**src/rtl/sbmb_pkg.sv**
```systemverilog
package sbmb_pkg;
  localparam int DW = 32;

  // register offsets inside the window
  localparam int OFF_CMD  = 0;
  localparam int OFF_DATA = 4;
  localparam int OFF_XOFF = 8;
  localparam int OFF_STAT = 12;

  // accepted opcode classes: even code reads, code+1 writes
  localparam int N_CLASS = 5;
  localparam logic [7:0] CLASS_BASE [N_CLASS] = '{8'h00, 8'h04, 8'h06, 8'h10, 8'h12};

  typedef enum logic [1:0] {ST_IDLE, ST_REQ, ST_RSP} seq_st_e;

  typedef struct packed {
    logic [7:0]    op;
    logic [7:0]    port;
    logic [DW-1:0] addr;
    logic [DW-1:0] wdata;
    logic          write;
  } sb_req_t;
endpackage

```
**src/rtl/sbmb_cmdcheck.sv**
```systemverilog
module sbmb_cmdcheck
  import sbmb_pkg::*;
(
  input  logic [6:0] op_hi,
  input  logic [3:0] byte_en,
  output logic       cmd_ok
);
  logic [N_CLASS-1:0] hit;

  for (genvar i = 0; i < N_CLASS; i++) begin : g_class
    assign hit[i] = (op_hi == CLASS_BASE[i][7:1]);
  end

  assign cmd_ok = (|hit) && (byte_en == 4'hF);
endmodule

```
**src/rtl/sbmb_hostregs.sv**
```systemverilog
module sbmb_hostregs
  import sbmb_pkg::*;
#(
  parameter int                ADDR_W    = 8,
  parameter logic [ADDR_W-1:0] BASE_ADDR = '0
) (
  input  logic              clk,
  input  logic              rst_n,
  input  logic              hst_wr,
  input  logic              hst_rd,
  input  logic [ADDR_W-1:0] hst_addr,
  input  logic [DW-1:0]     hst_wdata,
  output logic [DW-1:0]     hst_rdata,
  output logic              hst_ready,
  input  logic              busy,
  input  logic              err,
  input  logic              ovr,
  input  logic              xoff_clr,
  input  logic              rsp_load,
  input  logic [DW-1:0]     rsp_data,
  output logic              cmd_wr,
  output logic              ovr_clr,
  output logic [DW-1:0]     data_q,
  output logic [DW-1:0]     xoff_q
);
  localparam logic [ADDR_W-1:0] A_CMD  = BASE_ADDR + ADDR_W'(OFF_CMD);
  localparam logic [ADDR_W-1:0] A_DATA = BASE_ADDR + ADDR_W'(OFF_DATA);
  localparam logic [ADDR_W-1:0] A_XOFF = BASE_ADDR + ADDR_W'(OFF_XOFF);
  localparam logic [ADDR_W-1:0] A_STAT = BASE_ADDR + ADDR_W'(OFF_STAT);

  logic [DW-1:0] cmd_q, cmd_d, data_d, xoff_d;
  logic          sel_cmd, sel_data, sel_xoff, sel_stat;

  assign sel_cmd  = (hst_addr == A_CMD);
  assign sel_data = (hst_addr == A_DATA);
  assign sel_xoff = (hst_addr == A_XOFF);
  assign sel_stat = (hst_addr == A_STAT);

  assign cmd_wr  = hst_wr && sel_cmd;
  assign ovr_clr = hst_wr && sel_stat && hst_wdata[2];

  always_comb begin
    cmd_d  = cmd_q;
    data_d = data_q;
    xoff_d = xoff_q;
    if (cmd_wr) cmd_d = hst_wdata;
    if (rsp_load) data_d = rsp_data;
    else if (hst_wr && sel_data) data_d = hst_wdata;
    if (xoff_clr) xoff_d = '0;
    else if (hst_wr && sel_xoff) xoff_d = {hst_wdata[DW-1:8], 8'h00};
  end

  always_ff @(posedge clk or negedge rst_n) begin
    if (!rst_n) begin
      cmd_q  <= '0;
      data_q <= '0;
      xoff_q <= '0;
    end else begin
      cmd_q  <= cmd_d;
      data_q <= data_d;
      xoff_q <= xoff_d;
    end
  end

  always_comb begin
    hst_rdata = '0;
    if (sel_cmd)  hst_rdata = cmd_q;
    if (sel_data) hst_rdata = data_q;
    if (sel_xoff) hst_rdata = xoff_q;
    if (sel_stat) hst_rdata = {{(DW-3){1'b0}}, ovr, err, busy};
  end

  assign hst_ready = !(hst_rd && sel_data && busy);

  AST_DATA_STALL: assert property (@(posedge clk) disable iff (!rst_n)
    (hst_rd && sel_data && busy) |-> !hst_ready);
  AST_XOFF_CLEARED: assert property (@(posedge clk) disable iff (!rst_n)
    xoff_clr |=> (xoff_q == '0));
  AST_XOFF_LOW_ZERO: assert property (@(posedge clk) disable iff (!rst_n)
    (hst_wr && sel_xoff) |=> (xoff_q[7:0] == 8'h00));
endmodule

```
**src/rtl/sbmb_seq.sv**
```systemverilog
module sbmb_seq
  import sbmb_pkg::*;
(
  input  logic          clk,
  input  logic          rst_n,
  input  logic          cmd_wr,
  input  logic          cmd_ok,
  input  logic [DW-1:0] cmd_word,
  input  logic [DW-1:0] data_q,
  input  logic [DW-1:0] xoff_q,
  input  logic          ovr_clr,
  input  logic          req_ready,
  input  logic          rsp_valid,
  input  logic [DW-1:0] rsp_rdata,
  output sb_req_t       req,
  output logic          req_valid,
  output logic          rsp_ready,
  output logic          busy,
  output logic          err,
  output logic          ovr,
  output logic          xoff_clr,
  output logic          rsp_load,
  output logic [DW-1:0] rsp_data
);
  seq_st_e st_q, st_d;
  sb_req_t req_q, req_d;
  logic    err_d, ovr_d, accept;

  assign busy      = (st_q != ST_IDLE);
  assign accept    = cmd_wr && !busy;
  assign xoff_clr  = accept;
  assign req_valid = (st_q == ST_REQ);
  assign rsp_ready = (st_q == ST_RSP);
  assign rsp_load  = rsp_ready && rsp_valid && !req_q.write;
  assign rsp_data  = rsp_rdata;
  assign req       = req_q;

  always_comb begin
    st_d  = st_q;
    req_d = req_q;
    err_d = err;
    ovr_d = ovr;
    unique case (st_q)
      ST_IDLE: if (accept) begin
        err_d = !cmd_ok;
        if (cmd_ok) begin
          st_d        = ST_REQ;
          req_d.op    = cmd_word[31:24];
          req_d.port  = cmd_word[23:16];
          req_d.addr  = {xoff_q[DW-1:8], cmd_word[15:8]};
          req_d.wdata = data_q;
          req_d.write = cmd_word[24];
        end
      end
      ST_REQ:  if (req_ready) st_d = ST_RSP;
      ST_RSP:  if (rsp_valid) st_d = ST_IDLE;
      default: st_d = ST_IDLE;
    endcase
    if (cmd_wr && busy) ovr_d = 1'b1;
    else if (ovr_clr)   ovr_d = 1'b0;
  end

  always_ff @(posedge clk or negedge rst_n) begin
    if (!rst_n) begin
      st_q  <= ST_IDLE;
      req_q <= '0;
      err   <= 1'b0;
      ovr   <= 1'b0;
    end else begin
      st_q  <= st_d;
      req_q <= req_d;
      err   <= err_d;
      ovr   <= ovr_d;
    end
  end

  AST_REQ_HOLD: assert property (@(posedge clk) disable iff (!rst_n)
    (req_valid && !req_ready) |=> (req_valid && $stable(req)));
  AST_ONE_OUTSTANDING: assert property (@(posedge clk) disable iff (!rst_n)
    req_valid |-> !rsp_ready);
  AST_OVR_SET: assert property (@(posedge clk) disable iff (!rst_n)
    (cmd_wr && busy) |=> ovr);
  AST_BAD_NO_REQ: assert property (@(posedge clk) disable iff (!rst_n)
    (cmd_wr && !busy && !cmd_ok) |=> (!req_valid && err));
  AST_DIR_FROM_OP: assert property (@(posedge clk) disable iff (!rst_n)
    req_valid |-> (req.write == req.op[0]));
endmodule

```
**src/rtl/sbmb_bridge.sv**
```systemverilog
module sbmb_bridge
  import sbmb_pkg::*;
#(
  parameter int                ADDR_W    = 8,
  parameter logic [ADDR_W-1:0] BASE_ADDR = '0
) (
  input  logic              clk,
  input  logic              rst_n,
  input  logic              hst_wr,
  input  logic              hst_rd,
  input  logic [ADDR_W-1:0] hst_addr,
  input  logic [31:0]       hst_wdata,
  output logic [31:0]       hst_rdata,
  output logic              hst_ready,
  output logic              req_valid,
  input  logic              req_ready,
  output logic [7:0]        req_op,
  output logic [7:0]        req_port,
  output logic [31:0]       req_addr,
  output logic [31:0]       req_wdata,
  output logic              req_write,
  input  logic              rsp_valid,
  output logic              rsp_ready,
  input  logic [31:0]       rsp_rdata
);
  logic          busy, err, ovr, xoff_clr, rsp_load, cmd_wr, ovr_clr, cmd_ok;
  logic [DW-1:0] data_q, xoff_q, rsp_data;
  sb_req_t       req;

  sbmb_hostregs #(.ADDR_W(ADDR_W), .BASE_ADDR(BASE_ADDR)) u_regs (
    .clk(clk), .rst_n(rst_n), .hst_wr(hst_wr), .hst_rd(hst_rd),
    .hst_addr(hst_addr), .hst_wdata(hst_wdata), .hst_rdata(hst_rdata),
    .hst_ready(hst_ready), .busy(busy), .err(err), .ovr(ovr),
    .xoff_clr(xoff_clr), .rsp_load(rsp_load), .rsp_data(rsp_data),
    .cmd_wr(cmd_wr), .ovr_clr(ovr_clr), .data_q(data_q), .xoff_q(xoff_q)
  );

  sbmb_cmdcheck u_chk (
    .op_hi(hst_wdata[31:25]), .byte_en(hst_wdata[7:4]), .cmd_ok(cmd_ok)
  );

  sbmb_seq u_seq (
    .clk(clk), .rst_n(rst_n), .cmd_wr(cmd_wr), .cmd_ok(cmd_ok),
    .cmd_word(hst_wdata), .data_q(data_q), .xoff_q(xoff_q),
    .ovr_clr(ovr_clr), .req_ready(req_ready), .rsp_valid(rsp_valid),
    .rsp_rdata(rsp_rdata), .req(req), .req_valid(req_valid),
    .rsp_ready(rsp_ready), .busy(busy), .err(err), .ovr(ovr),
    .xoff_clr(xoff_clr), .rsp_load(rsp_load), .rsp_data(rsp_data)
  );

  assign req_op    = req.op;
  assign req_port  = req.port;
  assign req_addr  = req.addr;
  assign req_wdata = req.wdata;
  assign req_write = req.write;

  AST_READ_LOADS: assert property (@(posedge clk) disable iff (!rst_n)
    (rsp_valid && rsp_ready && !req_write) |=> (data_q == $past(rsp_rdata)));
endmodule

```
**config.mk**
```make
export PLATFORM = sky130hd
export DESIGN_NAME = sbmb_bridge
export DESIGN_NICKNAME = d
export VERILOG_FILES = /design/src/rtl/sbmb_pkg.sv /design/src/rtl/sbmb_cmdcheck.sv /design/src/rtl/sbmb_hostregs.sv /design/src/rtl/sbmb_seq.sv /design/src/rtl/sbmb_bridge.sv
export SDC_FILE = /design/constraint.sdc
export NUM_CORES = 1
export LEC_CHECK = 0
export BUFFER_PORTS_ARGS = -buffer_cell sky130_fd_sc_hd__buf_2
export CORE_MARGIN = 1.5
export CORE_UTILIZATION = 45
export CTS_CLUSTER_DIAMETER = 200
export CTS_CLUSTER_SIZE = 12
export DETAILED_ROUTE_END_ITERATION = 10
export PLACE_DENSITY = 0.74
export RECOVER_POWER = 100
export SLEW_MARGIN = 20
export SYNTH_ARGS = -nofsm -noshare
export SYNTH_HDL_FRONTEND = slang
export SYNTH_SLANG_ARGS = --single-unit
```
**constraint.sdc**
```tcl
create_clock -name clk -period 2 [get_ports clk]
set_input_delay 0.1 -clock clk [delete_from_list [all_inputs] [get_ports clk]]
set_output_delay 0.1 -clock clk [all_outputs]
set_load 0.01 [all_outputs]
```
==> flow_metrics.py <==
metrics = {
    "detailed_routing": {
        "drc_errors": 0,
        "route.vias.total": 6218,
        "finalWirelength_mm": 22.2,
        "first_pass_iters": 5,
        "drt_iter0_drc": 402,
        "viasPerCell": 5.34,
        "antenna_left": 0,
        "wl_per_cell_um": 19.1,
    },
    "status": {
        "status": "finished with violations",
        "violations": "max-capacitance violations, max-slew violations",
    },
    "worst_setup_path": {
        "worstSetupPathType": "reg2reg",
        "rrSetupSlack_ns": 0.04,
        "critPathMaxFanout": 7,
        "startpoint_type": "flop",
        "cp-end-kind": "flop",
        "crit_required_ns": 2.31,
        "crit_arrival_ns": 2.27,
    },
    "layout": {
        "drive_gt1_share_pct": 25.1,
        "syn_to_final_growth_pct": 38.6,
        "fin_area_mm2": 0.0103,
        "nNetsFinal": 1012,
        "final_common_cell": "dfrtp_1",
        "fillers": 1266,
        "final_cell_mix": "dfrtp_1 (171), nor2_1 (125), buf_2 (109), clkbuf_1 (83), mux2_1 (72)",
    },
    "clock_tree": {
        "cts-htree-levels": 4,
        "insertion_delay_ns": 0.43,
        "cts_tree": "done",
        "clkTransAtPathRegs_ns": 0.06,
        "clock-sinks": 172,
        "cts_buffers": 17,
        "cts-root-buf": "clkbuf_16",
        "cts_buffer_depth": 2,
    },
    "power_and_ir_drop": {
        "peakVddDrop_mv": 0.580,
        "leakage_uw": 0.00519,
        "powerDensity_mw_per_mm2": 739,
        "total_power_uw": 7640,
    },
    "synth": {
        "syn-num-nets": 729,
        "yosysUniqueCellTypes": 32,
        "synth-seq-cells": 172,
        "ys_warn_count": 0,
        "postSynthCellCount": 651,
        "syn_area_per_cell_um2": 11.4,
        "seq_area_frac_synth_pct": 57.8,
        "syn_area_mm2": 0.00745,
    },
    "timing": {
        "slew_viol_final": 55,
        "fin_skew_ns": 0.00864,
        "slew_headroom_pct": -0.332,
        "fin_crit_sh_pct": 98.0,
        "hold_ws_ns": 0.0571,
        "rsz0062_at_grt": "true",
        "tightestPinTransition_ns": 1.50,
        "max_freq_ghz": 0.510,
        "fin_crit_ns": 1.96,
        "finalHoldViolCount": 0,
        "finalSetupViolCount": 0,
    },
    "floorplanning": {
        "ioPinCount": 194,
        "fp.dieArea_mm2": 0.0173,
        "rows": 46,
        "coreArea_mm2": 0.0160,
        "start_util_pct": 46.6,
        "chipHeight_um": 132,
        "die_w_um": 132,
    },
    "place": {
        "dpl.hpwl_mm": 13.7,
        "io_buffers": 193,
        "placed_area_mm2": 0.00885,
        "gp_congestion": 0.784,
    },
    "grt": {
        "grtUsageTotal_pct": 24.7,
        "grt_first_pass_wirelength_mm": 33.4,
        "antenna_found_initial": 1,
        "grt_pass1_vias": 6336,
        "grt_max_degree": 58,
        "grt_remaining_overflow": 0,
    },
    "hold_path": {
        "hold_class": "in2reg",
    },
    "run": {
        "drv_cap": 1,
    },
}
path summary, 6_finish.rpt:
| kind | from | end | depth (start not counted) |
|---|---|---|---|
| min in group asynchronous | rst_n | u_seq.req[6] | 2 |
| max in group asynchronous | rst_n | u_regs.cmd_q[13] | 3 |
| setup / recovery | u_seq.st_q[0] | u_seq.req[32] | 7 |
| setup reg to reg | u_seq.st_q[0] | u_seq.req[32] | 7 |
| hold / removal | hst_wdata[28] | u_seq.req[77] | 3 |
| hold reg to reg | u_seq.req[36] | u_seq.req[36] | 1 |
kinds of logic (layout without fill, tap and decap cells):
kind of cell | count (synthesis) | count (layout) | share of synthesized area, %
and+or+nand+nor | 202 | 202 | 11.4
AOI/OAI and AO/OA | 91 | 91 | 6.92
DFF | 172 | 172 | 57.8
buffers and inverters | 46 | 342 | 3.29
other | 0 | 1 | 0
muxes | 140 | 140 | 20.7
what timing repair did:
item	CTS	global route
hold endpoints to repair	156	0
setup endpoints to repair	0	77
gates resized for setup	0	14
buffers inserted	0	8
hold buffers	66	0
cells in the mapped netlist:
cell	n	area, µm²
a31o_2	1	8.76
mux2_1	74	833
a21oi_1	51	255
nand4_1	2	12.5
mux2i_1	30	300
dfrtp_1	172	4300
buf_4	1	7.51
nand3_1	3	15.0
clkbuf_1	30	113
nand2_1	52	195
nor3_1	2	10.0
inv_1	2	7.51
a22o_1	1	8.76
nand4bb_1	1	11.3
buf_1	3	11.3
nor4_4	1	21.3
buf_2	1	5.00
or3_1	1	6.26
and3_1	1	6.26
nor4bb_1	1	10.0
nor2_1	126	473
and4_1	2	17.5
nor2b_1	8	50.1
o22ai_1	31	194
or4bb_1	1	11.3
mux2_2	36	405
a21o_1	1	7.51
a2111oi_0	1	8.76
and2_1	1	6.26
buf_6	9	101
o21ai_0	2	10.0
a22oi_1	3	22.5
sequential cells by signal (all words and copies together), names as in the netlist:
register and count:
u_regs.cmd_q 32, u_regs.data_q 32, u_regs.xoff_q 24, u_seq.err 1, u_seq.ovr 1, u_seq.req 80
u_seq.st_q 2
metal layers:
layer,vias up,part of all wire [%],track usage [%]
met3,35,6.9,7.33
met2,240,49,40.9
met5,-,0,0
met1,3118,42,31.1
li1,2825,-,-
met4,0,1.8,7.72
worst max-delay path, cell delays in order (launching register included):
cell and delay [ns]:
dfrtp_2 0.44, nor3_1 0.19, and4_1 0.25, and3_4 0.22, buf_4 0.13, clkbuf_16 0.15
clkbuf_16 0.15, mux2_2 0.32
report_power, final:
part           switching [µW]  internal (µW)  leakage (µW)  total (µW)
logic                     283            270       0.00252         553
clock network            1410           2010      0.000286        3420
registers                80.7           3590       0.00238        3670
stage by stage:
stage	util [%]	setup slack, ns	TNS, ns	std cells
floorplan	-	0.230	0	651
global placement	55.3	0.178	0	1051
detailed placement	55.3	0.0907	0	1051
CTS	63.2	0.00129	0	1149
global route	64.5	-0.00857	-0.0779	1163
finish	64.5	0.0406	0	1164
cell type report:
type | count | area (µm²) | area share (%)
Antenna cell | 1 | 2.50 | 0.0242
Clock buffer | 19 | 443 | 4.29
Clock inverter | 13 | 165 | 1.60
Inverter | 2 | 7.51 | 0.0727
Multi-Input combinational cell | 433 | 2950 | 28.5
Sequential cell | 172 | 4310 | 41.7
Tap cell | 216 | 270 | 2.62
Timing Repair Buffer | 308 | 2190 | 21.2
Power figures use the tool's default switching activity.
